===== config.mk =====
export PLATFORM = sky130hd
export DESIGN_NAME = i2c_regptr_target
export DESIGN_NICKNAME = d
export VERILOG_FILES = /design/src/rtl/i2c_tgt_pkg.sv /design/src/rtl/i2c_line_sync.sv /design/src/rtl/i2c_ptr_ctr.sv /design/src/rtl/i2c_regptr_target.sv
export SDC_FILE = /design/constraint.sdc
export NUM_CORES = 1
export LEC_CHECK = 0
export ABC_AREA = 1
export BUFFER_PORTS_ARGS = -buffer_cell sky130_fd_sc_hd__buf_2
export CORE_UTILIZATION = 30
export CTS_BUF_LIST = sky130_fd_sc_hd__clkbuf_4 sky130_fd_sc_hd__clkbuf_8
export DETAILED_ROUTE_END_ITERATION = 12
export GPL_ROUTABILITY_DRIVEN = 1
export GPL_TIMING_DRIVEN = 0
export PLACE_DENSITY = 0.44
export RECOVER_POWER = 25
export SKIP_LAST_GASP = 1
export SYNTH_ARGS = -nofsm -noshare
export SYNTH_HDL_FRONTEND = slang
export SYNTH_HIERARCHICAL = 1
export SYNTH_SLANG_ARGS = --single-unit

===== constraint.sdc =====
create_clock -name clk -period 4.4 [get_ports clk]
set_input_delay 0.44 -clock clk [delete_from_list [all_inputs] [get_ports clk]]
set_output_delay 0.44 -clock clk [all_outputs]
set_load 0.005 [all_outputs]

===== src/rtl/i2c_tgt_pkg.sv =====
package i2c_tgt_pkg;

    localparam int BYTE_BITS = 8;

    typedef enum logic [2:0] {
        ST_IDLE,
        ST_ADDR,
        ST_ADDR_ACK,
        ST_WR_BYTE,
        ST_WR_ACK,
        ST_RD_BYTE,
        ST_RD_ACK,
        ST_IGNORE
    } tgt_state_e;

endpackage


===== src/rtl/i2c_line_sync.sv =====
// Synchronizes SCL/SDA and decodes edges and bus conditions.
module i2c_line_sync #(
    parameter int STAGES = 2
) (
    input  logic clk,
    input  logic rst_n,
    input  logic scl_i,
    input  logic sda_i,
    output logic scl_lvl,
    output logic sda_lvl,
    output logic scl_rise,
    output logic scl_fall,
    output logic start_det,
    output logic stop_det
);

    logic [STAGES-1:0] scl_ff;
    logic [STAGES-1:0] sda_ff;
    logic              scl_q;
    logic              sda_q;

    generate
        if (STAGES == 1) begin : g_one
            always_ff @(posedge clk or negedge rst_n) begin
                if (!rst_n) begin
                    scl_ff <= '1;
                    sda_ff <= '1;
                end else begin
                    scl_ff <= scl_i;
                    sda_ff <= sda_i;
                end
            end
        end else begin : g_chain
            always_ff @(posedge clk or negedge rst_n) begin
                if (!rst_n) begin
                    scl_ff <= '1;
                    sda_ff <= '1;
                end else begin
                    scl_ff <= {scl_ff[STAGES-2:0], scl_i};
                    sda_ff <= {sda_ff[STAGES-2:0], sda_i};
                end
            end
        end
    endgenerate

    assign scl_lvl = scl_ff[STAGES-1];
    assign sda_lvl = sda_ff[STAGES-1];

    always_ff @(posedge clk or negedge rst_n) begin
        if (!rst_n) begin
            scl_q <= 1'b1;
            sda_q <= 1'b1;
        end else begin
            scl_q <= scl_lvl;
            sda_q <= sda_lvl;
        end
    end

    assign scl_rise  = scl_lvl & ~scl_q;
    assign scl_fall  = ~scl_lvl & scl_q;
    assign start_det = scl_lvl & scl_q & sda_q & ~sda_lvl;
    assign stop_det  = scl_lvl & scl_q & ~sda_q & sda_lvl;

endmodule


===== src/rtl/i2c_ptr_ctr.sv =====
// Register pointer: loads with clamp, increments with wrap.
module i2c_ptr_ctr #(
    parameter int NUM_REGS = 19,
    localparam int AW = (NUM_REGS > 1) ? $clog2(NUM_REGS) : 1
) (
    input  logic          clk,
    input  logic          rst_n,
    input  logic          load,
    input  logic [7:0]    load_val,
    input  logic          inc,
    output logic [AW-1:0] ptr
);

    localparam logic [AW-1:0] LAST = AW'(NUM_REGS - 1);

    always_ff @(posedge clk or negedge rst_n) begin
        if (!rst_n) begin
            ptr <= '0;
        end else if (load) begin
            if (int'(load_val) < NUM_REGS) begin
                ptr <= load_val[AW-1:0];
            end else begin
                ptr <= '0;
            end
        end else if (inc) begin
            ptr <= (ptr == LAST) ? '0 : ptr + AW'(1);
        end
    end

endmodule


===== src/rtl/i2c_regptr_target.sv =====
module i2c_regptr_target
    import i2c_tgt_pkg::*;
#(
    parameter int          NUM_REGS    = 19,
    parameter logic [6:0]  DEV_ADDR    = 7'b1101000,
    parameter int          SYNC_STAGES = 2,
    localparam int         AW          = (NUM_REGS > 1) ? $clog2(NUM_REGS) : 1
) (
    input  logic          clk,
    input  logic          rst_n,
    input  logic          scl_i,
    input  logic          sda_i,
    output logic          sda_oe,
    output logic          reg_we,
    output logic [AW-1:0] reg_waddr,
    output logic [7:0]    reg_wdata,
    output logic [AW-1:0] reg_raddr,
    input  logic [7:0]    reg_rdata
);

    localparam logic [3:0] CNT_FULL = 4'(BYTE_BITS);

    logic scl_lvl, sda_lvl, scl_rise, scl_fall, start_det, stop_det;

    tgt_state_e state_q, state_d;
    logic [3:0]    bit_cnt;
    logic [7:0]    rx_sr;
    logic [7:0]    tx_sr;
    logic          first_q;
    logic          mack_q;
    logic [AW-1:0] ptr;

    logic bus_ok, byte_end, addr_hit;
    logic ptr_load, wr_fire, ptr_inc, tx_load;

    i2c_line_sync #(.STAGES(SYNC_STAGES)) u_sync (
        .clk       (clk),
        .rst_n     (rst_n),
        .scl_i     (scl_i),
        .sda_i     (sda_i),
        .scl_lvl   (scl_lvl),
        .sda_lvl   (sda_lvl),
        .scl_rise  (scl_rise),
        .scl_fall  (scl_fall),
        .start_det (start_det),
        .stop_det  (stop_det)
    );

    i2c_ptr_ctr #(.NUM_REGS(NUM_REGS)) u_ptr (
        .clk      (clk),
        .rst_n    (rst_n),
        .load     (ptr_load),
        .load_val (rx_sr),
        .inc      (ptr_inc),
        .ptr      (ptr)
    );

    assign reg_raddr = ptr;
    assign bus_ok    = ~start_det & ~stop_det;
    assign byte_end  = scl_fall & (bit_cnt == CNT_FULL);
    assign addr_hit  = (rx_sr[7:1] == DEV_ADDR);

    // Control strobes for the pointer and the register side
    always_comb begin
        ptr_load = bus_ok && (state_q == ST_WR_BYTE) && byte_end && first_q;
        wr_fire  = bus_ok && (state_q == ST_WR_BYTE) && byte_end && !first_q;
        ptr_inc  = wr_fire || (bus_ok && (state_q == ST_RD_BYTE) && byte_end);
        tx_load  = bus_ok && scl_fall &&
                   (((state_q == ST_ADDR_ACK) && rx_sr[0]) ||
                    ((state_q == ST_RD_ACK) && mack_q));
    end

    // Next-state logic
    always_comb begin
        state_d = state_q;
        if (start_det) begin
            state_d = ST_ADDR;
        end else if (stop_det) begin
            state_d = ST_IDLE;
        end else begin
            unique case (state_q)
                ST_IDLE:     state_d = ST_IDLE;
                ST_ADDR:     if (byte_end) state_d = addr_hit ? ST_ADDR_ACK : ST_IGNORE;
                ST_ADDR_ACK: if (scl_fall) state_d = rx_sr[0] ? ST_RD_BYTE : ST_WR_BYTE;
                ST_WR_BYTE:  if (byte_end) state_d = ST_WR_ACK;
                ST_WR_ACK:   if (scl_fall) state_d = ST_WR_BYTE;
                ST_RD_BYTE:  if (byte_end) state_d = ST_RD_ACK;
                ST_RD_ACK:   if (scl_fall) state_d = mack_q ? ST_RD_BYTE : ST_IGNORE;
                ST_IGNORE:   state_d = ST_IGNORE;
                default:     state_d = ST_IDLE;
            endcase
        end
    end

    // State register
    always_ff @(posedge clk or negedge rst_n) begin
        if (!rst_n) begin
            state_q <= ST_IDLE;
        end else begin
            state_q <= state_d;
        end
    end

    // Datapath and outputs
    always_ff @(posedge clk or negedge rst_n) begin
        if (!rst_n) begin
            bit_cnt   <= '0;
            rx_sr     <= '0;
            tx_sr     <= '0;
            first_q   <= 1'b0;
            mack_q    <= 1'b0;
            sda_oe    <= 1'b0;
            reg_we    <= 1'b0;
            reg_waddr <= '0;
            reg_wdata <= '0;
        end else begin
            reg_we <= wr_fire;
            if (wr_fire) begin
                reg_waddr <= ptr;
                reg_wdata <= rx_sr;
            end

            if (!bus_ok) begin
                bit_cnt <= '0;
                sda_oe  <= 1'b0;
            end else begin
                unique case (state_q)
                    ST_ADDR, ST_WR_BYTE: begin
                        if (scl_rise) begin
                            rx_sr   <= {rx_sr[6:0], sda_lvl};
                            bit_cnt <= bit_cnt + 4'd1;
                        end
                        if (byte_end) begin
                            bit_cnt <= '0;
                            sda_oe  <= (state_q == ST_ADDR) ? addr_hit : 1'b1;
                            if (state_q == ST_WR_BYTE) begin
                                first_q <= 1'b0;
                            end
                        end
                    end
                    ST_ADDR_ACK: begin
                        if (scl_fall) begin
                            first_q <= 1'b1;
                            bit_cnt <= '0;
                            if (tx_load) begin
                                tx_sr  <= reg_rdata;
                                sda_oe <= ~reg_rdata[7];
                            end else begin
                                sda_oe <= 1'b0;
                            end
                        end
                    end
                    ST_WR_ACK: begin
                        if (scl_fall) begin
                            sda_oe <= 1'b0;
                        end
                    end
                    ST_RD_BYTE: begin
                        if (scl_rise) begin
                            bit_cnt <= bit_cnt + 4'd1;
                        end
                        if (scl_fall) begin
                            if (bit_cnt == CNT_FULL) begin
                                bit_cnt <= '0;
                                sda_oe  <= 1'b0;
                            end else begin
                                tx_sr  <= {tx_sr[6:0], 1'b0};
                                sda_oe <= ~tx_sr[6];
                            end
                        end
                    end
                    ST_RD_ACK: begin
                        if (scl_rise) begin
                            mack_q <= ~sda_lvl;
                        end
                        if (scl_fall) begin
                            bit_cnt <= '0;
                            if (tx_load) begin
                                tx_sr  <= reg_rdata;
                                sda_oe <= ~reg_rdata[7];
                            end else begin
                                sda_oe <= 1'b0;
                            end
                        end
                    end
                    default: begin
                        sda_oe <= 1'b0;
                    end
                endcase
            end
        end
    end

endmodule


Yosys cells after proc, flatten, opt, wreduce, memory -nomap -nowiden
Index checks and enable logic that the tools add are counted.
{"block": "totals", "reg_bits": 50, "inputBits": 12, "out_inout_bits": 20}
{"block": "op_classes", "addsub": 2, "n_lt_le_gt_ge": 1, "n_eq_ne": 28, "mux": 41, "n_bitwise": 17, "reduce_logical": 26}
{"op": "$mux 3", "n": 10}
{"op": "$mux 7", "n": 4}
{"op": "$mux 4", "n": 6}
{"op": "$ne 4x4->1 const B", "n": 6}
{"op": "$pmux 3 s8", "n": 1}
{"op": "$mux 5", "n": 4}
{"op": "$pmux 7 s2", "n": 1}
{"op": "$eq 3x3->1 const B", "n": 4}
{"op": "$ne 3x3->1 const B", "n": 4}
{"op": "$pmux 4 s3", "n": 1}
{"op": "$reduce_and 6->1", "n": 2}
{"op": "$mux 1", "n": 11}
{"op": "$logic_and 1x1->1", "n": 10}
{"op": "$ne 2x2->1 const B", "n": 5}
{"op": "$and 1x1->1", "n": 9}
{"op": "$lt 8x5->1 const B", "n": 1}
{"op": "$not 1->1", "n": 8}
{"op": "$eq 7x7->1 const B", "n": 1}
{"op": "$eq 3x2->1 const B", "n": 2}
{"op": "$reduce_and 3->1", "n": 2}
{"op": "$reduce_bool 2->1", "n": 3}
{"op": "$add 5x1->5 const B", "n": 1}
{"op": "$eq 5x5->1 const B", "n": 1}
{"op": "$reduce_and 5->1", "n": 1}
{"op": "14 further kinds", "n": 17}

Depth between registers and ports, before layout
Gate-level depths: netlist of the first run.
{"block": "depth", "ltp_word": 11, "ltp_mapped": 13, "ltp_nobuf": 12}

By module
Netlist of the first run, hierarchy kept.
{"module": "i2c_regptr_target", "n_inst": 1, "cells_each": 291, "area_each_um2": 2318.5}
{"module": "i2c_ptr_ctr", "n_inst": 1, "cells_each": 73, "area_each_um2": 461.7}
{"module": "i2c_line_sync", "n_inst": 1, "cells_each": 17, "area_each_um2": 198.9}

Least setup slack after synthesis of the first run
OpenSTA, ideal clock, no wires.
{"block": "synth_path", "path_kind": "flip-flop to flip-flop", "startpoint": "reg u_sync.scl_q", "endpoint": "reg u_ptr.ptr[1]", "setup_time_ns": 0.116, "t_arrival_ns": 1.567, "t_required_ns": 4.284, "slack_ns": 2.717, "stages_incl_launch_ff": 11, "n_path_buf": 1, "cell_sequence": "dfstp_2 inv_1 nor2_1 nand4_2 nor3_1 buf_4 inv_1 nand3b_1 nand2_1 nand2_1 nand2_1"}
{"block": "synth_via", "elab_cells_between_ends": 19, "classes_between": "mux: 1; bitwise: 10; reduce/logical: 8"}
{"element": "start: declaration", "line": "i2c_line_sync.sv:19", "text": "logic scl_q;"}
{"element": "start signal: assignment", "line": "i2c_line_sync.sv:54", "text": "scl_q <= scl_lvl;"}
{"element": "$and 1x1->1 (*)", "line": "i2c_line_sync.sv:60", "text": "assign scl_fall = ~scl_lvl & scl_q;"}
{"element": "via scl_fall", "line": "i2c_regptr_target.sv:23", "text": "logic scl_lvl, sda_lvl, scl_rise, scl_fall, start_det, stop_det;"}
{"element": "$and 1x1->1 (*)", "line": "i2c_regptr_target.sv:60", "text": "assign byte_end = scl_fall & (bit_cnt == CNT_FULL);"}
{"element": "$logic_and 1x1->1 (*) (2 in series)", "line": "i2c_regptr_target.sv:65", "text": "ptr_load = bus_ok && (state_q == ST_WR_BYTE) && byte_end && first_q;"}
{"element": "via ptr_load", "line": "i2c_regptr_target.sv:34", "text": "logic ptr_load, wr_fire, ptr_inc, tx_load;"}
{"element": "$mux 5 or $reduce_bool 2->1 (tied branches)"}
{"element": "end signal: assignment", "line": "i2c_ptr_ctr.sv:21", "text": "ptr <= load_val[AW-1:0];"}
{"element": "end signal: assignment", "line": "i2c_ptr_ctr.sv:26", "text": "ptr <= (ptr == LAST) ? '0 : ptr + AW'(1);"}
{"element": "end: declaration", "line": "i2c_ptr_ctr.sv:11", "text": "output logic [AW-1:0] ptr"}
The timed path passes the listed nets; every way through them passes the cells marked *.
A chain may end at the register's enable or synchronous reset.

==> out/metrics.yaml, run 1 <==
sta:
  fin_worst_skew_ns: 0.00963
  rsz0062_at_grt: "false"
  hold_violations: 0
  tns_ns: 0
  slew_headroom_pct: -83.0
  setup_violations: 0
  slew_violations: 51
  timing.fmax_mhz: 392
  fin_hold_ws_ns: 0.230
  finalCritPeriodShare_pct: 58.0
  layout_setup_ws_ns: 1.85
  tightest_slew_ns: 2.74
  period_needed_ns: 2.55
setup_path:
  cp-end-kind: "asynchronous set/reset pin"
  path_delay_family: "buffers and inverters"
  required_ns: 4.23
  r2r_slack_ns: 2.31
  worstPathArrival_ns: 2.38
  r2r_cells: 11
  critPathMaxStageDelay_ns: 1.91
  crit_type: "in2async"
  r2r-start: "u_sync/scl_q"
  critPathLaunchType: "primary input"
  cp_max_fo: 50
  crit_path_cell_trace: "clkbuf_1"
  slowest_stage: "clkbuf_1"
  crit_buf_inv: 1
  reg2reg_to: "u_ptr/ptr[4]"
clock_network:
  cts_buffers: 5
  clock_sinks: 50
  clkLatencyLatePin_ns: 0.30
  cts.root.buffer_cell: "clkbuf_8"
  post-cts-setup-buffers: 0
  cts_resized: 0
  holdBufCountCts: 0
  cts_htree_levels: 2
  cts_max_path_buffers: 2
  tritoncts: "built"
  path_clk_slew_ns: 0.09
finish:
  diodes: 0
  nNetsFinal: 435
  fillers: 1050
  layout-drive-gt1-share_pct: 25.2
  layout_common_cells: "nand2_1, dfrtp_1, inv_1"
  syn_to_final_growth_pct: 13.9
  final_common_cell: "nand2_1"
  multi_input_comb_area_mm2: 0.00143
  seqCellArea_mm2: 0.00126
die:
  start_util_pct: 30.8
  row_count: 36
  die_x_um: 102
  num_io_pins: 32
  die_area_mm2: 0.0103
  die_h_um: 102
  core_area_mm2: 0.00968
worst_hold_path:
  worstHoldStart: "sda_i"
  min_path_cells: 1
  min_to: "u_sync/sda_ff[0]"
  hold_class: "in2reg"
synthesis:
  ys_ff_latch: 50
  ys_warn_count: 6
  ys_seq_area_share_pct: 42.3
  synthCells: 381
  synth_area_mm2: 0.00298
  yosysUniqueCellTypes: 32
  avgSynthCellArea_um2: 7.82
  synth_nets: 397
power:
  combPwrFrac_pct: 43.7
  p_int_mw: 0.922
  pwr-share-clk_pct: 17.9
  p_sw_share_pct: 43.0
  ir_drop_v: 0.000154
  p_seq_share_pct: 38.4
  p_leak_nw: 1.87
  power_density_mw_per_mm2: 476
  p_switching_mw: 0.696
detailed_routing:
  wl_per_cell_um: 11.6
  drt_pass1_iterations: 4
  drt_wl_total_um: 6410
  drt_iter0_markers: 103
  postRouteAntennaNets: 0
  vias: 2359
  viasPerCell: 4.27
  drc: 0
outcome:
  status: "finished, violations left"
  violations: "capacitance limit, slew limit"
placement:
  dp_slack_ns: 2.36
  hpwl_um: 4680
  port_buffers: 31
  gp_congestion: 0.789
global_route:
  grt_start_max_net_pins: 51
  grt_pass1_wl_um: 11200
  gr-total-overflow: 0
  grt_pass1_vias: 2244
  grt.total_usage_pct: 13.8
  antenna_found_initial: 0
flow_run:
  drv_cap: 1
## through the flow
stage / std cells / total power [mW] / utilization, % / area (um^2)
floorplan: 381 / 1.20 / - / 2980
global placement: 545 / 1.34 / 34.1 / 3300
detailed placement: 545 / 1.35 / 34.1 / 3300
CTS: 553 / 1.65 / 35.1 / 3400
global route: 553 / 1.77 / 35.1 / 3390
finish: 553 / 1.62 / 35.1 / 3390
## cells in the mapped netlist (all sizes together)
cell | count | area, um^2
nand2 | 160 | 673
inv | 48 | 193
dfrtp | 44 | 1100
nor2 | 35 | 205
nand3 | 32 | 185
o21ai | 23 | 171
buf | 9 | 97.6
a21oi | 7 | 42.5
dfstp | 6 | 158
nand4 | 5 | 37.5
ha | 4 | 50.1
nor3 | 3 | 26.3
a31oi | 1 | 6.26
nand3b | 1 | 7.51
o21bai | 1 | 7.51
xnor2 | 1 | 8.76
xor2 | 1 | 8.76
## power by group through the flow
stage	registers (mW)	clock network, mW	logic, mW
global placement	0.631	0	0.713
finish	0.621	0.289	0.707
floorplan	0.613	0	0.582
detailed placement	0.631	0	0.715
CTS	0.623	0.307	0.717
global route	0.639	0.325	0.808
## worst register-to-register path, cell delays in order (launching register included)
cell,delay [ns]
dfstp_2,0.55
inv_1,0.04
nor2_1,0.25
nand4_2,0.33
nor3_1,0.28
buf_4,0.20
nand2_1,0.06
inv_1,0.05
nand3_1,0.10
nand2_1,0.09
nand2_1,0.05
nand2_1,0.05
## layout make-up
cell class              count  area share, %
repair buffers             31           4.53
plain buffers               9           2.88
multi-input cells         274           42.1
flip-flops and latches     50           37.1
clock inverters             2          0.369
clock buffers               6           2.43
well taps                 133           4.90
inverters                  48           5.68
## worst max-delay path by stage
stage,startpoint,endpoint,depth (start not counted)
global route,rst_n,first_q,1
global placement,u_sync/scl_q,u_ptr/ptr[2],11
CTS,u_sync/scl_q,u_ptr/ptr[3],11
finish,rst_n,bit_cnt[0],1
detailed placement,u_sync/scl_q,u_ptr/ptr[3],11
floorplan,u_sync/scl_q,u_ptr/ptr[1],10
## layer usage
layer / track usage (%) / vias up / routed length, um
li1: - / 1266 / -
met1: 20.4 / 1074 / 3440
met2: 20.6 / 17 / 2830
met3: 2.42 / 2 / 103
met4: 3.34 / 0 / 37
met5: 0 / - / 0
## cell families (layout without fill, tap and decap cells)
logic type / count (synthesis) / count (layout) / share of synthesized area, %
xor gates and xnor gates: 2 / 2 / 0.588
adders and majority gates: 4 / 4 / 1.68
DFF: 50 / 50 / 42.3
buffers and inverters: 57 / 96 / 9.74
AOI/OAI and AO/OA: 32 / 32 / 7.64
and+or+nand+nor: 236 / 236 / 38.1
## sequential cells by signal (all words and copies together), names as in the netlist
signal / count
u_sync/sda_q: 1
tx_sr: 7
u_sync/sda_ff: 2
reg_we: 1
u_sync/scl_q: 1
reg_wdata: 8
mack_q: 1
bit_cnt: 4
sda_oe: 1
state_q: 3
u_ptr/ptr: 5
first_q: 1
reg_waddr: 5
rx_sr: 8
u_sync/scl_ff: 2
Power figures use the tool's default switching activity.
==> run 2: changes to the inputs <==
PLACE_DENSITY = 0.46   (was 0.44)
clock period = 2.24 ns   (was 4.4 ns; I/O delays follow)
==> run 2 against run 1 <==
  * The flow now finishes without violations
  * Clock skew rose by 0.0022 ns
  * Global-route usage rose by 0.15 points
  * Flip-flop and latch count did not move
  * Sequential share of layout area fell by 0.11 points
  * Critical endpoint is now u_ptr/ptr[0]
  * Largest cell class unchanged
==> out/metrics.yaml, run 2 (synthesized netlist as in run 1, its figures left out) <==
outcome:
  status: "complete, no violations"
sta:
  finalCritPeriodShare_pct: 90.5
  hold_violations: 0
  fin_worst_skew_ns: 0.0118
  timing.fmax_mhz: 493
  tns_ns: 0
  fin_hold_ws_ns: 0.174
  layout_setup_ws_ns: 0.212
  slew_violations: 0
  period_needed_ns: 2.03
  slew_headroom_pct: 15.2
  setup_violations: 0
  tightest_slew_ns: 1.27
  rsz0062_at_grt: "false"
setup_path:
  cp_common_cell: "nand2_1"
  crit_type: "reg2reg"
  r2r_cells: 11
  r2r-start: "u_sync/scl_q"
  cp_max_fo: 10
  path_delay_family: "simple AND/OR/NAND/NOR gates"
  crit_buf_inv: 3
  crit_path_cell_trace: "inv_1, nor2_1, nand4_2, nor2_2, nand2_2, buf_6, nand2_1, nor2_4, inv_2, nand2_1, nand2_1"
  slowest_stage: "dfstp_2"
  cp-end-kind: "flop"
  critPathMaxStageDelay_ns: 0.55
  r2r_slack_ns: 0.21
  critPathLaunchType: "flop"
  required_ns: 2.50
  worstPathArrival_ns: 2.28
  reg2reg_to: "u_ptr/ptr[0]"
detailed_routing:
  postRouteAntennaNets: 0
  drt_wl_total_um: 6430
  viasPerCell: 4.36
  vias: 2418
  drt_iter0_markers: 89
  wl_per_cell_um: 11.6
  drc: 0
  drt_pass1_iterations: 4
power:
  total_power_mw: 3.15
  ir_drop_v: 0.000342
  p_leak_nw: 1.87
  power_density_mw_per_mm2: 927
global_route:
  grt.total_usage_pct: 13.9
  grt_pass1_wl_um: 11200
  grt_start_max_net_pins: 51
  grt_pass1_vias: 2320
  gr-total-overflow: 0
  antenna_found_initial: 0
clock_network:
  cts_htree_levels: 2
  cts.root.buffer_cell: "clkbuf_8"
  path_clk_slew_ns: 0.10
  clock_sinks: 50
  cts_max_path_buffers: 2
  cts_buffers: 5
  clkLatencyLatePin_ns: 0.31
  cts_resized: 0
  tritoncts: "built"
  post-cts-setup-buffers: 0
  holdBufCountCts: 1
finish:
  syn_to_final_growth_pct: 14.3
  final_common_cell: "nand2_1"
  diodes: 0
  nNetsFinal: 437
  layout-drive-gt1-share_pct: 25.4
  final-instance-count-excl-fill: 554
  final_design_area_no_fill_mm2: 0.00340
  top_regs: "reg_wdata: 8 flops, rx_sr: 8 flops, tx_sr: 7 flops"
  layout_common_cells: "nand2_1, dfrtp_1, inv_1"
  utilization_pct: 35.2
die:
  num_io_pins: 32
  die_area_mm2: 0.0103
  core_area_mm2: 0.00968
  die_h_um: 102
  die_x_um: 102
  start_util_pct: 30.8
  row_count: 36
worst_hold_path:
  hold_class: "in2async"
placement:
  dp_slack_ns: 0.225
  port_buffers: 31
  dpl.cell_count: 545
  hpwl_um: 4640
  gp_congestion: 0.831
  placed_area_mm2: 0.00330
flow_run:
  drv_cap: 0
run 2: cell type report:
class | count | area, um^2
Buffer | 9 | 97.6
Clock inverter | 1 | 7.51
Multi-Input combinational cell | 274 | 1430
Sequential cell | 50 | 1260
Tap cell | 133 | 166
Fill cell | 1015 | 6280
Clock buffer | 6 | 76.3
Timing Repair Buffer | 33 | 175
Inverter | 48 | 193
run 2: how the worst max path moves through the flow:
stage | startpoint | end | cells after the start | slack [ns]
CTS | u_sync/scl_q | u_ptr/ptr[0] | 11 | 0.20
global placement | u_sync/scl_q | u_ptr/ptr[1] | 11 | 0.23
finish | u_sync/scl_q | u_ptr/ptr[0] | 11 | 0.21
global route | u_sync/scl_q | u_ptr/ptr[4] | 11 | 0.04
detailed placement | u_sync/scl_q | u_ptr/ptr[2] | 11 | 0.23
floorplan | u_sync/scl_q | u_ptr/ptr[1] | 10 | 0.56
run 2: power breakdown:
part | switching [mW] | leakage [nW] | total (mW) | internal [mW]
Clock | 0.317 | 0.0407 | 0.545 | 0.228
Sequential | 0.144 | 0.655 | 1.22 | 1.08
Combinational | 0.901 | 1.18 | 1.39 | 0.484
run 2: per-layer routing:
layer  vias to the layer above  routed length (um)  global-route usage, %
li1                       1270                   -                      -
met4                         0                  78                   4.35
met3                         5                 156                   3.04
met2                        24                2820                   20.9
met1                      1119                3370                   19.9
met5                         -                   0                      0
